==> config.mk <==
export PLATFORM = sky130hd
export DESIGN_NAME = spi_master_engine
export DESIGN_NICKNAME = d
export VERILOG_FILES = /design/src/rtl/spi_master_engine.sv
export SDC_FILE = /design/constraint.sdc
export NUM_CORES = 1
export LEC_CHECK = 0
export BUFFER_PORTS_ARGS = -buffer_cell sky130_fd_sc_hd__buf_2
export CAP_MARGIN = 15
export CORE_MARGIN = 2
export CORE_UTILIZATION = 59
export CTS_CLUSTER_DIAMETER = 80
export CTS_CLUSTER_SIZE = 28
export DETAILED_ROUTE_END_ITERATION = 7
export PLACE_DENSITY = 0.82
export SLEW_MARGIN = 20
export SYNTH_ARGS = -nofsm -noshare
export SYNTH_HDL_FRONTEND = slang
export SYNTH_SLANG_ARGS = --single-unit
==> constraint.sdc <==
create_clock -name clk -period 4.85 [get_ports clk]
set_input_delay 0.2425 -clock clk [delete_from_list [all_inputs] [get_ports clk]]
set_output_delay 0.2425 -clock clk [all_outputs]
set_load 0.05 [all_outputs]
==> src/rtl/spi_master_engine.sv <==
module spi_master_engine #(
  parameter int W     = 8,
  parameter int DIV_A = 4,
  parameter int DIV_B = 16,
  parameter int DIV_C = 64
) (
  input  logic         clk,
  input  logic         rst_n,
  input  logic         wr_en,
  input  logic [W-1:0] wr_data,
  input  logic         rd_en,
  output logic [W-1:0] rd_data,
  input  logic         clr_flags,
  input  logic [1:0]   rate_sel,
  input  logic         cpol,
  input  logic         lead_out,
  input  logic         smp_end,
  input  logic         sdo_en,
  input  logic         tmr_tick,
  input  logic         sdi,
  output logic         sck,
  output logic         sdo,
  output logic         sdo_oe,
  output logic         busy,
  output logic         done,
  output logic         wcol,
  output logic         ovf
);
  localparam int CW = $clog2(DIV_C / 2) + 1;
  localparam int BW = $clog2(W);

  logic [CW-1:0] cnt, lim;
  logic [BW-1:0] bitcnt;
  logic          phase, unread;
  logic [W-1:0]  tx, rx;

  always_comb begin
    case (rate_sel)
      2'd0:    lim = CW'(DIV_A / 2 - 1);
      2'd1:    lim = CW'(DIV_B / 2 - 1);
      2'd2:    lim = CW'(DIV_C / 2 - 1);
      default: lim = '0;
    endcase
  end

  wire          adv     = busy && ((rate_sel == 2'd3) ? tmr_tick : (cnt == lim));
  wire          fin     = adv && phase && (bitcnt == BW'(W - 1));
  wire          start   = wr_en && !busy;
  wire [W-1:0]  rx_next = {rx[W-2:0], sdi};
  wire [W-1:0]  rx_fin  = smp_end ? rx_next : rx;

  assign sck    = busy ? (cpol ^ (lead_out ? phase : ~phase)) : cpol;
  assign sdo    = tx[W-1];
  assign sdo_oe = sdo_en;

  always_ff @(posedge clk or negedge rst_n) begin
    if (!rst_n) begin
      busy <= 1'b0; cnt <= '0; phase <= 1'b0; bitcnt <= '0;
      tx <= '0; rx <= '0;
    end else if (start) begin
      busy <= 1'b1; tx <= wr_data; cnt <= '0; phase <= 1'b0; bitcnt <= '0;
    end else if (busy) begin
      cnt <= adv ? '0 : cnt + 1'b1;
      if (adv) begin
        if (!phase) begin
          phase <= 1'b1;
          if (!smp_end) rx <= rx_next;
        end else begin
          phase <= 1'b0;
          if (smp_end) rx <= rx_next;
          if (fin) busy <= 1'b0;
          else begin
            bitcnt <= bitcnt + 1'b1;
            tx     <= {tx[W-2:0], 1'b0};
          end
        end
      end
    end
  end

  always_ff @(posedge clk or negedge rst_n) begin
    if (!rst_n) begin
      rd_data <= '0; unread <= 1'b0; done <= 1'b0; wcol <= 1'b0; ovf <= 1'b0;
    end else begin
      if (clr_flags) begin done <= 1'b0; wcol <= 1'b0; ovf <= 1'b0; end
      if (rd_en) unread <= 1'b0;
      if (wr_en && busy) wcol <= 1'b1;
      if (fin) begin
        done <= 1'b1;
        if (unread) ovf <= 1'b1;
        else begin
          rd_data <= rx_fin;
          unread  <= 1'b1;
        end
      end
    end
  end

  a_r7_write_starts: assert property (@(posedge clk) disable iff (!rst_n)
    (wr_en && !busy) |=> busy);
  a_r8_collision_flag: assert property (@(posedge clk) disable iff (!rst_n)
    (wr_en && busy) |=> wcol);
  a_r4_idle_level: assert property (@(posedge clk) disable iff (!rst_n)
    !busy |-> (sck == cpol));
  a_r6_done_holds: assert property (@(posedge clk) disable iff (!rst_n)
    (done && !clr_flags) |=> done);
  a_r9_keep_old: assert property (@(posedge clk) disable iff (!rst_n)
    (fin && unread) |=> (ovf && $stable(rd_data)));
  a_r3_tick_paces: assert property (@(posedge clk) disable iff (!rst_n)
    (busy && rate_sel == 2'd3 && !tmr_tick && !wr_en) |=> $stable(sck));
endmodule

After elaboration in Yosys (flattened, before gate mapping)
Cells that the tools add are included. Widths: inputs -> output; s select.

Register bits: 39. Bits of input ports: 21. Output and inout port bits: 15. Logic and storage cells: 78.

Add/sub/neg operators: 2. Equality and inequality tests: 7. Multiplexer cells: 38. Bitwise operators: 4. Reduce and logical (&&, ||, !) cells: 16.

Operator list (number): $mux 8 (8); $mux 1 (21); $mux 6 (3); $mux 3 (5); $pmux 5 s3 (1); $reduce_bool 2->1 (5); $reduce_and 4->1 (2); $add 6x1->6 const B (1); $eq 6x6->1 (1); $logic_and 1x1->1 (5); $eq 2x2->1 const B (2); $ne 2x1->1 const B (2); $reduce_and 2->1 (2); $add 3x1->3 const B (1); $eq 3x3->1 const B (1); $not 1->1 (3); $eq 2x1->1 const B (1); $logic_not 2->1 (1); $logic_not 1->1 (1); $xor 1x1->1 (1).

Logic depth before layout (Yosys ltp)
Gate-level depths: netlist of run 1.

Depth in word-level cells: 12. Depth in mapped cells: 8. Depth with buffers taken out: 7.

Worst setup path after synthesis of run 1
Ideal clock, no wire load.

Kind: in2reg. From: in rate_sel[0]. To: reg rd_data[0]. Library setup time: 0.125 ns. Arrival time: 1.978 ns. Data required time: 4.725 ns. Setup slack: 2.747 ns. Cell stages on the path: 8. Buffers on the path: 1. Cell sequence: inv_1 -> ha_1 -> or3b_4 -> a22oi_4 -> a21boi_4 -> or3_1 -> buf_6 -> mux2_4.

Cells in the longest elaborated chain, start to end: 8. Elaborated cells between the ends (all ways): 11. Those cells by class: eq/ne: 4; mux: 2; reduce/logical: 5.

RTL lines: start: declaration (RTL line 14) `input logic [1:0] rate_sel,`; $eq 2x2->1, or another cell as far along (RTL line 38) `case (rate_sel)`; $pmux 5 s3 (RTL line 38); $eq 6x6->1 (RTL line 46) `wire adv = busy && ((rate_sel == 2'd3) ? tmr_tick : (cnt == lim));`; $mux 1 (*) (RTL line 46); $logic_and 1x1->1 (*) (RTL line 46); $logic_and 1x1->1 (*) (2 in a row) (RTL line 47) `wire fin = adv && phase && (bitcnt == BW'(W - 1));`; $reduce_and 2->1 (no line) (*); end signal: assignment (RTL line 92) `rd_data <= rx_fin;`; end: declaration (RTL line 12) `output logic [W-1:0] rd_data,`.

Every way passes the cells marked *; elsewhere a longest branch is shown, timed or not. A chain may end at the register's enable or synchronous reset.

Worst setup path after layout of run 1
From: reg bitcnt[0]. To: reg tx[5].

Cells in the longest elaborated chain, start to end: 4.

RTL lines: start: declaration (RTL line 33) `logic [BW-1:0] bitcnt;`; start signal: assignment (RTL line 73) `bitcnt <= bitcnt + 1'b1;`; $eq 3x3->1 (RTL line 47); $logic_and 1x1->1 (RTL line 47); $ne 2x1->1 (no line); $reduce_and 4->1 (no line); end signal: assignment (RTL line 74) `tx <= {tx[W-2:0], 1'b0};`; end: declaration (RTL line 35) `logic [W-1:0] tx, rx;`.

Every way passes these cells.

==> flow_summary_export.csv, run 1 <==
group,metric,value,unit
status,status,"finished with violations",
status,violations,"hold timing",
synthesis,synth_top_area_share,0.509,
global_route,antenna_found_initial,0,
global_route,grt_pass1_wl,5.83,mm
power_and_ir_drop,p_leak,1.06,nW
finish,nets,216,
finish,area_growth,12.5,%
global_route,grt_use_total,0.219,
global_route,grt_max_degree,40,
floorplanning,start_util,0.622,
worst_setup_path,crit_path_max_fanout,15,
worst_setup_path,path_buf_inv,0,
place,portBuffers,33,
worst_setup_path,slowest_delay,0.77,ns
global_route,grt_overflow,0,
floorplanning,fp.dieW,61.0,um
timing,maxClockFrequency,416,MHz
timing,period_needed,2.40,ns
floorplanning,placementRows,20,
worst_setup_path,cp.required,5.09,ns
timing,final-hold-violation-count,16,
worst_hold_path,min_path_type,"input port to asynchronous set/reset pin",
detailed_routing,routedWlPerCell,14.8,um
worst_setup_path,end_kind,"flip-flop",
clock_tree,insertion_delay,0.34,ns
timing,maxSlewHeadroom,0.356,
clock_tree,cts_hold_buf,0,
power_and_ir_drop,seqPwrFrac,0.489,
synthesis,netlist_area,1920,um2
detailed_routing,drtAntennaViolNets,0,
clock_tree,cts_resized,0,
finish,diodes,0,
timing,fin_crit_sh,0.495,
finish,layout-drive-gt1-share,0.370,
detailed_routing,drt_wl_total,3.45,mm
detailed_routing,highest_layer,"met4",
clock_tree,cts_setup_buffers,0,
synthesis,ys_warn_count,0,
power_and_ir_drop,p_int,0.000671,W
synthesis,synth_top_area_cell,"dfrtp_1",
detailed_routing,wl_met2,1.64,mm
power_and_ir_drop,pwr-share-clk,0.159,
timing,worst_slew_pin_slew,0.965,ns
timing,slew_viol_final,0,
power_and_ir_drop,power_density,488,nW/um2
clock_tree,cts_made_buffers,5,
detailed_routing,viasPerCell,5.41,
worst_setup_path,start_kind,"flip-flop",
power_and_ir_drop,peakVddDrop,0.239,mV
clock_tree,path_clk_slew,0.11,ns
synthesis,yosysSeqAreaShare,0.509,
detailed_routing,vias,1260,
detailed_routing,route.detailed.drc,0,
synthesis,synthTopCellsByArea,"dfrtp_1 (51%), mux2_2 (9.4%), mux2_4 (6.3%)",
worst_setup_path,cp.arrival,2.64,ns
power_and_ir_drop,p_sw_frac,0.361,
worst_setup_path,crit_family,"compound AO/OA/AOI/OAI gates",
power_and_ir_drop,p_switching,0.000379,W
power_and_ir_drop,combPwrFrac,0.352,
detailed_routing,m1WireLength,1.58,mm
worst_setup_path,slowest_stage,"a21oi_1",
timing,setup_tns,0,ns
floorplanning,ioPinCount,36,
synthesis,avgSynthCellArea,12.3,um2
worst_setup_path,path_class,"flip-flop to flip-flop",
synthesis,syn_inst,156,
worst_setup_path,crit_chain,"ha_1 > ha_1 > nand3b_1 > nor4_1 > a21oi_1 > nand2_1 > o21a_1",
clock_tree,cts.sinks,39,
global_route,grt_pass1_vias,1297,
place,dp_hpwl,2.50,mm
clock_tree,cts_tree,"yes",
clock_tree,htreeDepth,2,
run,drv_cap,0,
synthesis,synth.net_count,183,
worst_setup_path,worst_path_most_repeated_cell,"ha_1",
clock_tree,cts_max_path_buffers,2,
detailed_routing,drt_iter0_markers,33,
detailed_routing,firstDrtPassIters,4,
synthesis,ys_ff_latch,39,
synthesis,ys_types,30,
floorplanning,core,3080,um2
timing,fin_skew,0.00612,ns
place,place_congestion,0.737,
timing,hold-worst-slack,-0.0139,ns
floorplanning,die-area,3720,um2
timing,grt_setup_unrepaired,"false",
floorplanning,die_y,61.0,um
clock_tree,clockRootBuffer,"clkbuf_4",
detailed_routing,met3_length,153,um
timing,setup_viol,0,
finish,utilization,0.700,
-- logic make-up (layout without fill, tap and decap cells) --
group | count (synthesis) | in the layout | synth area share
AND/OR/NAND/NOR | 33 | 33 | 0.0901
XOR/XNOR | 9 | 9 | 0.0412
AO/OA/AOI/OAI | 32 | 32 | 0.132
adder cells (fa/ha/maj) | 6 | 6 | 0.0392
buffers and inverters | 13 | 46 | 0.0314
multiplexers | 24 | 24 | 0.157
flip-flops | 39 | 39 | 0.509
-- cell usage after synthesis, drive strengths merged --
library cell and number:
or3b 1, ha 6, xnor2 7, a22o 3
nand3b 2, o22a 7, buf 2, o21a 7
o21ai 10, nand3 8, a21o 1, a21oi 1
inv 6, nor4 1, clkbuf 5, mux2 24
a21boi 1, nand2b 1, a32o 1, nor3 1
xor2 2, nor2 6, dfrtp 39, a22oi 1
nand2 11, or3 2
-- worst register-to-register path, cell delays in order (launching register included) --
cell and delay, ns:
dfrtp_1 0.39, ha_1 0.16, ha_1 0.15, nand3b_1 0.14, nor4_1 0.06, a21oi_1 0.77
nand2_1 0.35, o21a_1 0.28
-- layout make-up --
class	count	area, um2
Sequential cell	39	976
Fill cell	239	923
Multi-Input combinational cell	104	880
Timing Repair Buffer	33	165
Tap cell	44	55.1
Clock buffer	6	51.3
Inverter	6	22.5
Clock inverter	1	5.00
-- power by group through the flow --
stage / Clock, W / Sequential [W] / Combinational [W]
after detailed placement: 0 / 0.000519 / 0.000372
after floorplan: 0 / 0.000525 / 0.000278
after global placement: 0 / 0.000510 / 0.000354
final: 0.000167 / 0.000513 / 0.000370
after global routing: 0.000185 / 0.000531 / 0.000408
after CTS: 0.000171 / 0.000512 / 0.000374
-- flip-flops by register name (all words and copies together), names as in the netlist, 3 cells and up --
name,count
rd_data,8
rx,8
tx,8
cnt,6
bitcnt,3
-- layer usage --
layer | up-vias | GRT usage
met4 | 0 | 0.0932
met1 | 606 | 0.285
met2 | 27 | 0.336
li1 | 617 | -
met5 | - | 0
met3 | 10 | 0.0725
-- metrics by stage --
stage	area (um2)	setup slack, ns	cells	total power, W
global placement	2100	2.41	226	0.000865
finish	2150	2.45	233	0.00105
detailed placement	2100	2.32	226	0.000891
CTS	2150	2.42	233	0.00106
global route	2150	2.10	233	0.00112
floorplan	1920	2.75	156	0.000804
-- cell usage in the layout (no fill, tap or decap), drive strengths merged, types with 2 or more instances in the layout --
master	netlist	routed
nand3b	2	2
o22a	7	7
dfrtp	39	39
inv	6	6
xnor2	7	7
xor2	2	2
mux2	24	24
o21ai	10	10
a22o	3	3
buf	2	33
nand3	8	8
or3	2	2
clkbuf	5	6
nor2	6	6
o21a	7	7
ha	6	6
nand2	11	11
-- worst paths after layout --
path	depth (start not counted)	slack, ns	startpoint	to
worst max-delay path	7	2.45	bitcnt[0]	tx[5]
worst min-delay path	1	-0.01	rst_n	cnt[3]
worst max register to register	7	2.45	bitcnt[0]	tx[5]
worst min register to register	1	0.50	done	done
max in group asynchronous	1	4.33	rst_n	bitcnt[2]
min in group clk	2	0.07	rd_en	unread
Note: power is estimated with default switching activity, not from simulation.
==> run 2: changes to the inputs <==
--- a/config.mk
+++ b/config.mk
@@ -5,14 +5,15 @@
 export SDC_FILE = /design/constraint.sdc
 export NUM_CORES = 1
 export LEC_CHECK = 0
+export ABC_AREA = 1
 export BUFFER_PORTS_ARGS = -buffer_cell sky130_fd_sc_hd__buf_2
 export CAP_MARGIN = 15
 export CORE_MARGIN = 2
-export CORE_UTILIZATION = 59
+export CORE_UTILIZATION = 50
 export CTS_CLUSTER_DIAMETER = 80
 export CTS_CLUSTER_SIZE = 28
 export DETAILED_ROUTE_END_ITERATION = 7
-export PLACE_DENSITY = 0.82
+export PLACE_DENSITY = 0.73
 export SLEW_MARGIN = 20
 export SYNTH_ARGS = -nofsm -noshare
 export SYNTH_HDL_FRONTEND = slang
==> constraint.sdc (replaced) <==
create_clock -name clk -period 2.16 [get_ports clk]
set_input_delay 0.108 -clock clk [delete_from_list [all_inputs] [get_ports clk]]
set_output_delay 0.108 -clock clk [all_outputs]
set_load 0.05 [all_outputs]
==> run 2 against run 1 <==
The flow now finishes without violations. Cell count rose by 52%. Clock power increased to 3.7 times the previous value. Routed wire length rose by 17%. Critical path depth shrank 1. Critical path type is now flip-flop to output port. Largest power group unchanged.
==> flow_summary_export.csv, run 2 <==
group,metric,value,unit
synthesis,ys_ff_latch,39,
worst_hold_path,min_path_type,"input port to flip-flop",
timing,fin_skew,0.00608,ns
clock_tree,insertion_delay,0.30,ns
finish,diodes,0,
place,placed_area,2270,um2
finish,nets,330,
clock_tree,cts_made_buffers,5,
detailed_routing,routedWlPerCell,11.4,um
timing,final-hold-violation-count,0,
timing,maxSlewHeadroom,0.422,
global_route,grt_use_total,0.195,
worst_setup_path,r2r_setup_slack,0.50,ns
synthesis,ys.flop_type,"dfrtp_1",
timing,setup_viol,0,
detailed_routing,route.detailed.drc,0,
timing,setup_tns,0,ns
place,place_congestion,0.791,
floorplanning,placementRows,23,
run,drv_cap,0,
global_route,grt_overflow,0,
floorplanning,ioPinCount,36,
worst_setup_path,crit_path_max_fanout,15,
synthesis,netlist_area,2100,um2
floorplanning,fp.dieW,68.9,um
worst_setup_path,crit_chain,"buf_4 > inv_1 > a21oi_1 > o21ai_0 > xnor2_1 > buf_2",
power_and_ir_drop,p_leak,1.30,nW
synthesis,ys_types,28,
finish,design_area,2400,um2
global_route,antenna_found_initial,0,
finish,fill_cells,386,
synthesis,synth_commonest_cells,"nand2_1 (97), dfrtp_1 (39), inv_1 (24)",
timing,fin_crit_sh,0.824,
worst_setup_path,cp.arrival,1.67,ns
clock_tree,clockRootBuffer,"clkbuf_8",
floorplanning,core,4030,um2
global_route,grt_max_degree,40,
worst_setup_path,slowest_delay,0.39,ns
synthesis,avgSynthCellArea,7.76,um2
synthesis,synth_top_area_cell,"dfrtp_1",
clock_tree,cts_tree,"yes",
detailed_routing,firstDrtPassIters,4,
synthesis,synth.net_count,298,
detailed_routing,viasPerCell,4.84,
finish,final_cell_mix,"nand2_1 (97), dfrtp_1 (39), buf_2 (33)",
clock_tree,cts.sinks,39,
global_route,grt_pass1_vias,1515,
worst_setup_path,slowest_stage,"dfrtp_1",
clock_tree,cts_setup_buffers,0,
worst_setup_path,start_kind,"flip-flop",
floorplanning,start_util,0.522,
timing,maxClockFrequency,562,MHz
synthesis,synth.most_common_cell,"nand2_1",
synthesis,ys_warn_count,0,
timing,period_needed,1.78,ns
worst_setup_path,path_class,"flip-flop to output port",
worst_setup_path,crit_family,"buffers and inverters",
synthesis,synth-edff-count,0,
detailed_routing,drtAntennaViolNets,0,
clock_tree,htreeDepth,2,
synthesis,synth_top_area_share,0.464,
worst_setup_path,path_buf_inv,3,
synthesis,synthArstFlopShare,1.00,
floorplanning,die_y,68.9,um
clock_tree,cts_max_path_buffers,2,
floorplanning,die-area,4740,um2
finish,area_growth,14.0,%
finish,top_regs,"rd_data (8), rx (8), tx (8)",
clock_tree,path_clk_slew,0.08,ns
status,status,"completed",
place,dp_hpwl,2.87,mm
detailed_routing,vias,1714,
synthesis,yosysSeqAreaShare,0.464,
detailed_routing,drt_wl_total,4.04,mm
global_route,grt_pass1_wl,6.74,mm
power_and_ir_drop,peakVddDrop,0.560,mV
worst_setup_path,cp.required,2.05,ns
finish,layout-drive-gt1-share,0.181,
timing,grt_setup_unrepaired,"false",
power_and_ir_drop,power_density,1110,nW/um2
synthesis,synthTopCellsByArea,"dfrtp_1 (46%), nand2_1 (17%), o21ai_0 (4.8%)",
timing,worst_slew_pin_slew,0.867,ns
timing,slew_viol_final,0,
place,portBuffers,33,
synthesis,syn_inst,271,
worst_setup_path,end_kind,"output port",
finish,utilization,0.595,
finish,final_common_cell,"nand2_1",
detailed_routing,drt_iter0_markers,147,
[run 2: changes by cell type in the layout (fill, tap and decap cells not counted), moves of 8 or more]
cell	before	now
inv_1	6	24
nand2_1	11	97
o21ai_0	10	20
mux2_2	16	0
mux2_4	8	0
a21oi_1	1	10
nor2_1	5	21
[run 2: where the power goes]
part / internal [W] / switching [W]
clock: 0.000344 / 0.000277
sequential: 0.000934 / 0.000154
combinational: 0.000322 / 0.000636
[run 2: through the flow]
| stage | power [W] | hold WS, ns | setup WS (ns) | instances |
|---|---|---|---|---|
| 2_1_floorplan | 0.00187 | -0.188 | 0.0353 | 271 |
| 3_3_place_gp | 0.00204 | 0.217 | 0.408 | 344 |
| 3_5_place_dp | 0.00206 | 0.217 | 0.369 | 344 |
| 4_1_cts | 0.00270 | 0.00186 | 0.361 | 354 |
| 5_1_grt | 0.00290 | 0.00349 | 0.183 | 354 |
| 6_report | 0.00267 | 0.00840 | 0.381 | 354 |
[run 2: cell families (layout without fill, tap and decap cells)]
logic type | count (synthesis) | count (layout) | share of synthesized area
flip-flops | 39 | 39 | 0.464
adder cells (fa/ha/maj) | 6 | 6 | 0.0357
AO/OA/AOI/OAI | 41 | 41 | 0.101
multiplexers | 1 | 1 | 0.00476
XOR/XNOR | 5 | 5 | 0.0208
AND/OR/NAND/NOR | 140 | 140 | 0.287
buffers and inverters | 39 | 72 | 0.0863
[run 2: timing repair]
item / CTS / global route
endpoints found under the hold margin: 40 / 0
hold buffers: 2 / 0
endpoints found under the setup margin: 0 / 0
gates resized for setup: 0 / 0
[run 2: cell type report]
type	count	area, um2	area share
inverter	27	101	0.0423
sequential	39	976	0.407
multi-input combinational	193	946	0.394
tap	50	62.6	0.0261
timing repair buffer	37	200	0.0835
clock inverter	3	43.8	0.0183
clock buffer	5	68.8	0.0287
[run 2: final timing paths]
check | from | end | cells after the start
worst max-delay path | phase | sck | 6
min in group asynchronous | rst_n | done | 2
worst min-delay path | wr_data[0] | tx[0] | 3
max in group asynchronous | rst_n | cnt[5] | 2
worst max register to register | cnt[5] | rd_data[6] | 9
worst min register to register | tx[7] | tx[7] | 2
[run 2: worst min-delay path, cell delays in order]
cell and delay, ns:
buf_2 0.07, nand2_1 0.04, nand2_1 0.06
[run 2: per-layer routing]
| layer | routed length, um | up-vias | track usage |
|---|---|---|---|
| met5 | 0 | - | 0 |
| met4 | 68 | 0 | 0.0735 |
| met3 | 187 | 7 | 0.0503 |
| met2 | 1740 | 31 | 0.294 |
| met1 | 2050 | 763 | 0.269 |
| li1 | - | 913 | - |
==> run 3: changes to the inputs <==
--- a/config.mk
+++ b/config.mk
@@ -5,11 +5,11 @@
 export SDC_FILE = /design/constraint.sdc
 export NUM_CORES = 1
 export LEC_CHECK = 0
-export ABC_AREA = 1
+export ABC_AREA = 0
 export BUFFER_PORTS_ARGS = -buffer_cell sky130_fd_sc_hd__buf_2
 export CAP_MARGIN = 15
 export CORE_MARGIN = 2
-export CORE_UTILIZATION = 50
+export CORE_UTILIZATION = 49
 export CTS_CLUSTER_DIAMETER = 80
 export CTS_CLUSTER_SIZE = 28
 export DETAILED_ROUTE_END_ITERATION = 7
==> constraint.sdc (replaced) <==
create_clock -name clk -period 1.5 [get_ports clk]
set_input_delay 0.075 -clock clk [delete_from_list [all_inputs] [get_ports clk]]
set_output_delay 0.075 -clock clk [all_outputs]
set_load 0.05 [all_outputs]
==> run 3 against run 2 <==
The flow now finishes with violations (setup timing). Routed wire length decreased by 6.0%. Setup slack got worse by 0.85 ns. Flip-flop and latch count unchanged. Combinational power increased by 72%. Non-clock buffer count increased by 21.
==> flow_summary_export.csv, run 3 (same netlist as run 1, synthesis figures left out) <==
group,metric,value,unit
power_and_ir_drop,power_density,1580,nW/um2
worst_setup_path,crit_chain,"or3_4 > a22oi_4 > a21boi_4 > or3_1 > buf_6 > mux2_4",
worst_setup_path,path_class,"flip-flop to flip-flop",
place,placed_area,2280,um2
clock_tree,cts_made_buffers,5,
run,drv_cap,0,
worst_setup_path,start_kind,"flip-flop",
power_and_ir_drop,total_power,0.00392,W
global_route,grtUsageMet1,0.251,
finish,final_common_cell,"dfrtp_1",
worst_setup_path,slowest_stage,"dfrtp_1",
worst_setup_path,r2r_setup_slack,-0.47,ns
finish,nets,241,
timing,grt_setup_unrepaired,"true",
timing,final-hold-violation-count,0,
worst_setup_path,cp.required,1.67,ns
power_and_ir_drop,p_leak,1.21,nW
clock_tree,cts_tree,"yes",
global_route,grt_overflow,0,
floorplanning,start_util,0.515,
floorplanning,die-area,4430,um2
worst_setup_path,crit_path_max_fanout,9,
detailed_routing,drt_iter0_markers,77,
finish,layout-drive-gt1-share,0.488,
global_route,grt_max_degree,24,
worst_setup_path,cp.arrival,2.14,ns
clock_tree,htreeDepth,2,
place,portBuffers,33,
detailed_routing,drtAntennaViolNets,0,
timing,period_needed,1.97,ns
place,dp_worst_setup_slack,-0.554,ns
global_route,grt_util_met2,0.341,
floorplanning,core,3720,um2
timing,setup_viol,38,
clock_tree,clockRootBuffer,"clkbuf_8",
detailed_routing,route.detailed.drc,0,
floorplanning,fp.dieW,66.5,um
finish,seqCellArea,977,um2
finish,top_regs,"rd_data (8), rx (8), tx (8)",
finish,diodes,0,
status,violations,"setup timing",
finish,design_area,2470,um2
global_route,grt_use_total,0.202,
power_and_ir_drop,peakVddDrop,1.09,mV
worst_setup_path,crit_family,"simple AND/OR/NAND/NOR gates",
timing,fin_skew,0.0101,ns
detailed_routing,routedWlPerCell,14.4,um
timing,maxClockFrequency,507,MHz
floorplanning,placementRows,22,
timing,worst_slew_pin_slew,0.537,ns
global_route,grt_pass1_wl,6.67,mm
finish,utilization,0.666,
worst_setup_path,slowest_delay,0.39,ns
timing,fin_crit_sh,1.31,
finish,multi_input_area,951,um2
finish,final_cell_mix,"dfrtp_1 (38), buf_2 (32), buf_4 (19)",
worst_setup_path,path_buf_inv,1,
global_route,grt_pass1_vias,1508,
timing,postLayoutSetupSlackWorst,-0.471,ns
timing,slew_viol_final,0,
clock_tree,cts.sinks,39,
global_route,grtUsageMet3,0.0490,
clock_tree,path_clk_slew,0.08,ns
detailed_routing,firstDrtPassIters,4,
detailed_routing,viasPerCell,5.21,
timing,maxSlewHeadroom,0.642,
floorplanning,die_y,66.5,um
worst_hold_path,min_path_type,"input port to flip-flop",
clock_tree,insertion_delay,0.29,ns
finish,fill_cells,284,
finish,area_growth,29.1,%
place,dp_hpwl,2.82,mm
detailed_routing,drt_wl_total,3.80,mm
detailed_routing,vias,1369,
timing,hold-worst-slack,0.0172,ns
global_route,antenna_found_initial,0,
global_route,grt-busiest-layer,"met2",
place,place_congestion,0.762,
status,status,"finished with violations",
worst_setup_path,end_kind,"flip-flop",
clock_tree,cts_max_path_buffers,2,
floorplanning,ioPinCount,36,
-- run 3: power breakdown --
part | internal, W | total [W] | switching (W)
Clock | 0.000318 | 0.000671 | 0.000353
Combinational | 0.000865 | 0.00165 | 0.000786
Sequential | 0.00137 | 0.00160 | 0.000226
-- run 3: stage by stage --
stage,cells,TNS [ns]
4_1_cts,261,-11.40
3_5_place_dp,251,-13.94
6_report,263,-10.65
3_3_place_gp,251,-12.32
5_1_grt,263,-14.55
2_1_floorplan,156,-10.24
-- run 3: metal layers --
layer  vias to the layer above  wire length (um)
met5                         -                 0
met4                         0                51
met3                         6               128
met2                        22              1940
met1                       675              1680
li1                        666                 -
-- run 3: final cells by class --
| type | count | share of cell area |
|---|---|---|
| clock buffer | 5 | 0.0278 |
| tap | 48 | 0.0243 |
| multi-input combinational | 104 | 0.384 |
| timing repair buffer | 58 | 0.153 |
| clock inverter | 3 | 0.00607 |
| inverter | 6 | 0.00910 |
| sequential | 39 | 0.395 |
-- run 3: repair_timing --
action | in CTS | in global routing
resized for setup | 20 | 3
pin swaps | 3 | 2
cloned | 0 | 0
hold buffers | 2 | 0
hold endpoints to repair | 22 | 0
setup endpoints to repair | 39 | 39
buffers inserted | 0 | 2
-- run 3: final timing paths --
check,depth (start not counted),start,to
hold / removal,3,wr_data[0],tx[0]
hold reg to reg,1,done,done
setup reg to reg,6,cnt[3],rd_data[4]
min in group asynchronous,2,rst_n,rd_data[1]
setup / recovery,6,cnt[3],rd_data[4]
max in group asynchronous,3,rst_n,tx[3]
-- run 3: tightest hold or removal path, stage by stage --
cell	delay (ns)
buf_2	0.09
inv_1	0.04
o21ai_1	0.05
